===== src/rtl/simd_rshift_pkg.sv =====
package simd_rshift_pkg;

    localparam int VEC_W   = 128;
    localparam int IMM_W   = 6;
    localparam int SHAMT_W = 7;
    localparam int N_SIZES = 4;

    typedef enum logic [1:0] {
        LANE8  = 2'd0,
        LANE16 = 2'd1,
        LANE32 = 2'd2,
        LANE64 = 2'd3
    } lane_sz_e;

    typedef struct packed {
        logic is_unsigned;
        logic round_en;
        logic accum_en;
    } lane_ctl_t;

    typedef struct packed {
        lane_sz_e               lsz;
        logic [SHAMT_W-1:0]     shamt;
        logic                   undef;
    } shift_dec_t;

    function automatic logic [SHAMT_W-1:0] count_from(input logic [SHAMT_W-1:0] base,
                                                      input logic [IMM_W-1:0] imm);
        return base - {1'b0, imm};
    endfunction

endpackage


===== src/rtl/rshift_decode.sv =====
module rshift_decode
    import simd_rshift_pkg::*;
(
    input  logic [IMM_W-1:0] imm_i,
    input  logic             long_i,
    input  logic             quad_i,
    input  logic             src_lsb_i,
    input  logic             dst_lsb_i,
    output shift_dec_t       dec_o
);
    logic not_shift;
    logic bad_regs;

    always_comb begin
        dec_o.lsz   = LANE8;
        dec_o.shamt = '0;
        not_shift   = 1'b0;
        if (long_i) begin
            dec_o.lsz   = LANE64;
            dec_o.shamt = count_from(7'd64, imm_i);
        end else begin
            casez (imm_i[5:3])
                3'b1??: begin
                    dec_o.lsz   = LANE32;
                    dec_o.shamt = count_from(7'd64, imm_i);
                end
                3'b01?: begin
                    dec_o.lsz   = LANE16;
                    dec_o.shamt = count_from(7'd32, imm_i);
                end
                3'b001: begin
                    dec_o.lsz   = LANE8;
                    dec_o.shamt = count_from(7'd16, imm_i);
                end
                default: not_shift = 1'b1;
            endcase
        end
        bad_regs    = quad_i & (src_lsb_i | dst_lsb_i);
        dec_o.undef = not_shift | bad_regs;
    end
endmodule


===== src/rtl/rshift_lane.sv =====
module rshift_lane
    import simd_rshift_pkg::*;
#(
    parameter int EW = 8
) (
    input  logic [EW-1:0]      src_i,
    input  logic [EW-1:0]      dst_i,
    input  logic [SHAMT_W-1:0] sh_i,
    input  lane_ctl_t          ctl_i,
    output logic [EW-1:0]      res_o
);
    localparam int XW = EW + 1;

    logic signed [XW-1:0] ext;
    logic signed [XW-1:0] ext_sh;
    logic [EW-1:0]        shifted;
    logic [EW-1:0]        below;
    logic                 rbit;
    logic [EW-1:0]        rounded;

    always_comb begin
        ext     = $signed({(ctl_i.is_unsigned ? 1'b0 : src_i[EW-1]), src_i});
        ext_sh  = ext >>> sh_i;
        shifted = ext_sh[EW-1:0];
        below   = src_i >> (sh_i - 7'd1);
        rbit    = (sh_i != '0) & below[0];
        rounded = shifted + ((ctl_i.round_en & rbit) ? EW'(1) : EW'(0));
        res_o   = rounded + (ctl_i.accum_en ? dst_i : EW'(0));
    end
endmodule


===== src/rtl/rshift_lane_array.sv =====
module rshift_lane_array
    import simd_rshift_pkg::*;
#(
    parameter int W = VEC_W
) (
    input  logic [W-1:0]       src_i,
    input  logic [W-1:0]       dst_i,
    input  lane_sz_e           lsz_i,
    input  logic [SHAMT_W-1:0] sh_i,
    input  lane_ctl_t          ctl_i,
    output logic [W-1:0]       res_o
);
    logic [W-1:0] by_size [N_SIZES];

    for (genvar g = 0; g < N_SIZES; g++) begin : g_size
        localparam int EW = 8 << g;
        localparam int NL = W / EW;
        for (genvar l = 0; l < NL; l++) begin : g_lane
            rshift_lane #(.EW(EW)) lane_i (
                .src_i (src_i[l*EW +: EW]),
                .dst_i (dst_i[l*EW +: EW]),
                .sh_i  (sh_i),
                .ctl_i (ctl_i),
                .res_o (by_size[g][l*EW +: EW])
            );
        end
    end

    always_comb begin
        res_o = by_size[lsz_i];
    end
endmodule


===== src/rtl/simd_rshift_unit.sv =====
module simd_rshift_unit
    import simd_rshift_pkg::*;
(
    input  logic         clk,
    input  logic         rst,
    input  logic         in_valid,
    input  logic [127:0] src_vec,
    input  logic [127:0] dst_vec,
    input  logic [5:0]   imm6,
    input  logic         long_lane,
    input  logic         is_unsigned,
    input  logic         quad,
    input  logic         src_idx_lsb,
    input  logic         dst_idx_lsb,
    input  logic         round_en,
    input  logic         accum_en,
    output logic         out_valid,
    output logic [127:0] result,
    output logic         undef_enc
);
    localparam int HALF_W = VEC_W / 2;

    shift_dec_t       dec;
    lane_ctl_t        ctl;
    logic [VEC_W-1:0] src_sel;
    logic [VEC_W-1:0] dst_sel;
    logic [VEC_W-1:0] lanes_out;
    logic [VEC_W-1:0] res_d;

    rshift_decode dec_i (
        .imm_i     (imm6),
        .long_i    (long_lane),
        .quad_i    (quad),
        .src_lsb_i (src_idx_lsb),
        .dst_lsb_i (dst_idx_lsb),
        .dec_o     (dec)
    );

    always_comb begin
        ctl.is_unsigned = is_unsigned;
        ctl.round_en    = round_en;
        ctl.accum_en    = accum_en;
        src_sel = quad ? src_vec : {{HALF_W{1'b0}}, src_vec[HALF_W-1:0]};
        dst_sel = quad ? dst_vec : {{HALF_W{1'b0}}, dst_vec[HALF_W-1:0]};
    end

    rshift_lane_array #(.W(VEC_W)) arr_i (
        .src_i (src_sel),
        .dst_i (dst_sel),
        .lsz_i (dec.lsz),
        .sh_i  (dec.shamt),
        .ctl_i (ctl),
        .res_o (lanes_out)
    );

    always_comb begin
        if (dec.undef)
            res_d = '0;
        else if (quad)
            res_d = lanes_out;
        else
            res_d = {{HALF_W{1'b0}}, lanes_out[HALF_W-1:0]};
    end

    always_ff @(posedge clk) begin
        if (rst) begin
            out_valid <= 1'b0;
            result    <= '0;
            undef_enc <= 1'b0;
        end else begin
            out_valid <= in_valid;
            if (in_valid) begin
                result    <= res_d;
                undef_enc <= dec.undef;
            end
        end
    end
endmodule


===== config.mk =====
export PLATFORM = sky130hd
export DESIGN_NAME = simd_rshift_unit
export DESIGN_NICKNAME = d
export VERILOG_FILES = /design/src/rtl/simd_rshift_pkg.sv /design/src/rtl/rshift_decode.sv /design/src/rtl/rshift_lane.sv /design/src/rtl/rshift_lane_array.sv /design/src/rtl/simd_rshift_unit.sv
export SDC_FILE = /design/constraint.sdc
export NUM_CORES = 2
export LEC_CHECK = 0
export CAP_MARGIN = 20
export CORE_ASPECT_RATIO = 0.7
export CORE_MARGIN = 8
export CORE_UTILIZATION = 40
export CTS_CLUSTER_SIZE = 30
export DETAILED_ROUTE_END_ITERATION = 8
export PLACE_DENSITY = 0.54
export SLEW_MARGIN = 5
export SYNTH_ARGS = -nofsm -noshare
export SYNTH_HDL_FRONTEND = slang
export SYNTH_HIERARCHICAL = 1
export SYNTH_SLANG_ARGS = --single-unit

===== constraint.sdc =====
create_clock -name clk -period 39.7 [get_ports clk]
set_clock_uncertainty 0.2 [all_clocks]
set_input_delay 7.94 -clock clk [delete_from_list [all_inputs] [get_ports clk]]
set_output_delay 7.94 -clock clk [all_outputs]
set_load 0.05 [all_outputs]

==> metrics.txt <==
GRT overflow 0; Post-Syn Area 77510 um2; Die Y 384.3 um; synthesized area per cell 7.675 um2; drt pass-1 iters 6; worst vdd ir 0.04915 mV; row count 135; clock latency at the later pin of the worst-skew pair 0.60 ns; Area growth, synth to finish 7.212%; WL per Instance 29.30 um; M1 wire length 169800 um; synth unique cells 133; outcome finished clean; HPWL after DPL 273100 um; post-CTS setup buffer count 0; Synth area leader mux4_2; Die Area 208300 um2; routed wire length 369600 um; Worst Setup Start Kind input pin; critical path's slowest cell buf_4; Period minus WS final 17.83 ns; Max Cap Viol 0; H-tree Lvls 4; gpl congestion 1.013; worst hold path type flop to flop; period utilization 44.92%; Syn. warnings 6; Crit Path Category input pin to flop; Hold-fix buffers, CTS 0; commonest non-fill, non-tap cell in the layout nand2_1; CP delay by family, top buffers and inverters; initial antenna violation count 37; I/O Buffers 401; synthesized flop and latch total 130; Hold Crit Depth 2; Root Buffer clkbuf_16; vias in the first global route 78070; Final nets 10830; GR Util All Layers 33.61%; Via density 6.764; CP Max Fanout 59; post-synthesis async set-or-reset flop share 0%; dpl cells 12570; via count 85330; Synth Instances 10100; non-filler instance count after layout 12610; final number of setup-violating endpoints 0; leak pwr 33.59 nW; TNS Setup 0 ns; largest net degree at the start of global routing 131; CTS tree built; CP peak stage delay 0.91 ns; r2r startpoint result[92]$_SDFFE_PP0P_; Die Wd 542.1 um; Clock Path Buffers 2; worst r2r dst result[92]$_SDFFE_PP0P_; uppermost layer routed met5; R2R depth 2; share of the synthesized area in the top cell type 14.09%; mux cell area share after synthesis 23.29%; Slew HR 20.20%; count of final hold-check violations 0; max-slew violations 0; Synth Area in Adders 9.759%; Tot Pwr 2.232 mW; Hold Startpoint result[28]$_SDFFE_PP0P_; RSZ-0062 raised after global routing no; sequential share of the synthesized area 3.358%; cell mode on critical path a21oi_1; post-synthesis compound-gate area fraction 25.06%; synth top area cells mux4_2 (14%), ha_1 (8.3%), nand2_1 (5.5%); WHS Endpoint result[28]$_SDFFE_PP0P_; Critical Path RT 39.93 ns; post-synthesis simple-gate area fraction 26.14%; Worst R2R Setup Slack 38.60 ns; f_max 56.07 MHz; CP endpoint kind flop; Worst-path clk slew 0.08 ns; Synth Area in XOR/XNOR 5.232%; main combinational cell family by area after synthesis simple AND/OR/NAND/NOR gates; initial drt markers 11270; WP data arrival 18.06 ns; cts bufs inserted 17; Clock Sinks 130; DRT antenna net count 0; routed wl met2 143700 um; fill count 19770; Post-synth EDFFs 0; Slew @ Worst Pin 1.197 ns; number of I/O pins 402; WP buf/inv 5; PwrDens 26.85 nW/um2; Final Core Density 43.04%; DRC viols 0; layout cell share with drive strength beyond 1 12.13%; ys flop type dfxtp_1; post-cts resize count 0; core area 193100 um2; syn nets 10940; Starting Density 40.15%; commonest cells after routing, fill and taps aside nand2_1 (1145), a21oi_1 (852), nor2_1 (655); first-pass GRT wire length 537300 um; metal3 WL 45550 um
## kinds of logic (layout without fill, tap and decap cells)
logic type                 Yosys count  after routing
DFF                                130            130
and+or+nand+nor                   3841           3841
muxes                             1066           1066
buffers and inverters             1097            996
adders and majority gates          571            571
other                                0             13
AOI/OAI and AO/OA                 2931           2931
xor gates and xnor gates           463            463
## stage by stage
stage | hold slack, ns | instance area [um2] | setup slack (ns)
after floorplan | 0.4904 | 77510 | 17.20
after global placement | 0.2548 | 82350 | 21.50
after detailed placement | 0.2583 | 82370 | 21.43
after CTS | 0.2701 | 82980 | 22.03
after global routing | 0.2899 | 83070 | 21.04
final | 0.2683 | 83100 | 21.87
## registers in the layout (all words and copies together), names as in the netlist
name and count:
out_valid 1, result 128, undef_enc 1
## final cells by class
class | instances | area [um2] | area share [%]
clock inverters | 14 | 177.7 | 0.2138
well taps | 2603 | 3257 | 3.919
diodes | 13 | 32.53 | 0.03915
multi-input cells | 8872 | 69440 | 83.56
flip-flops and latches | 130 | 2603 | 3.132
clock buffers | 18 | 439.2 | 0.5285
inverters | 338 | 1274 | 1.533
repair buffers | 626 | 5883 | 7.079
## synth_stat cells (243+ instances only)
cell and number:
nand2_1 1145, inv_1 322, nand3_1 243, xnor2_1 332, and2_1 623, mux4_2 485, clkbuf_1 328, nor2_1 659
o21ai_0 618, ha_1 515, a21oi_1 852, mux2i_1 356
## worst reg2reg max path, stage by stage (launching register included)
cell and delay [ns]:
dfxtp_1 0.59, nand2b_1 0.10, a21oi_1 0.14
## routing by layer
layer,vias up,GRT usage [%]
met5,-,0
met4,12,8.704
met3,625,9.260
met2,5126,45.63
met1,41810,51.21
li1,37760,-
## worst max path at each step
stage | startpoint | end | slack, ns | depth (start not counted)
detailed placement | imm6[4] | result[60]$_SDFFE_PP0P_ | 21.43 | 31
CTS | imm6[4] | result[60]$_SDFFE_PP0P_ | 22.03 | 31
finish | imm6[4] | result[60]$_SDFFE_PP0P_ | 21.87 | 31
global route | imm6[4] | result[60]$_SDFFE_PP0P_ | 21.04 | 31
global placement | imm6[4] | result[60]$_SDFFE_PP0P_ | 21.50 | 31
floorplan | imm6[4] | result[106]$_SDFFE_PP0P_ | 17.20 | 24
## where the power goes
part	switching [mW]	internal (mW)	total (mW)
registers	0.00946	0.141	0.151
clock network	0.106	0.101	0.207
logic	1.17	0.705	1.87
total	1.28	0.948	2.23
Power figures use the tool's default switching activity.
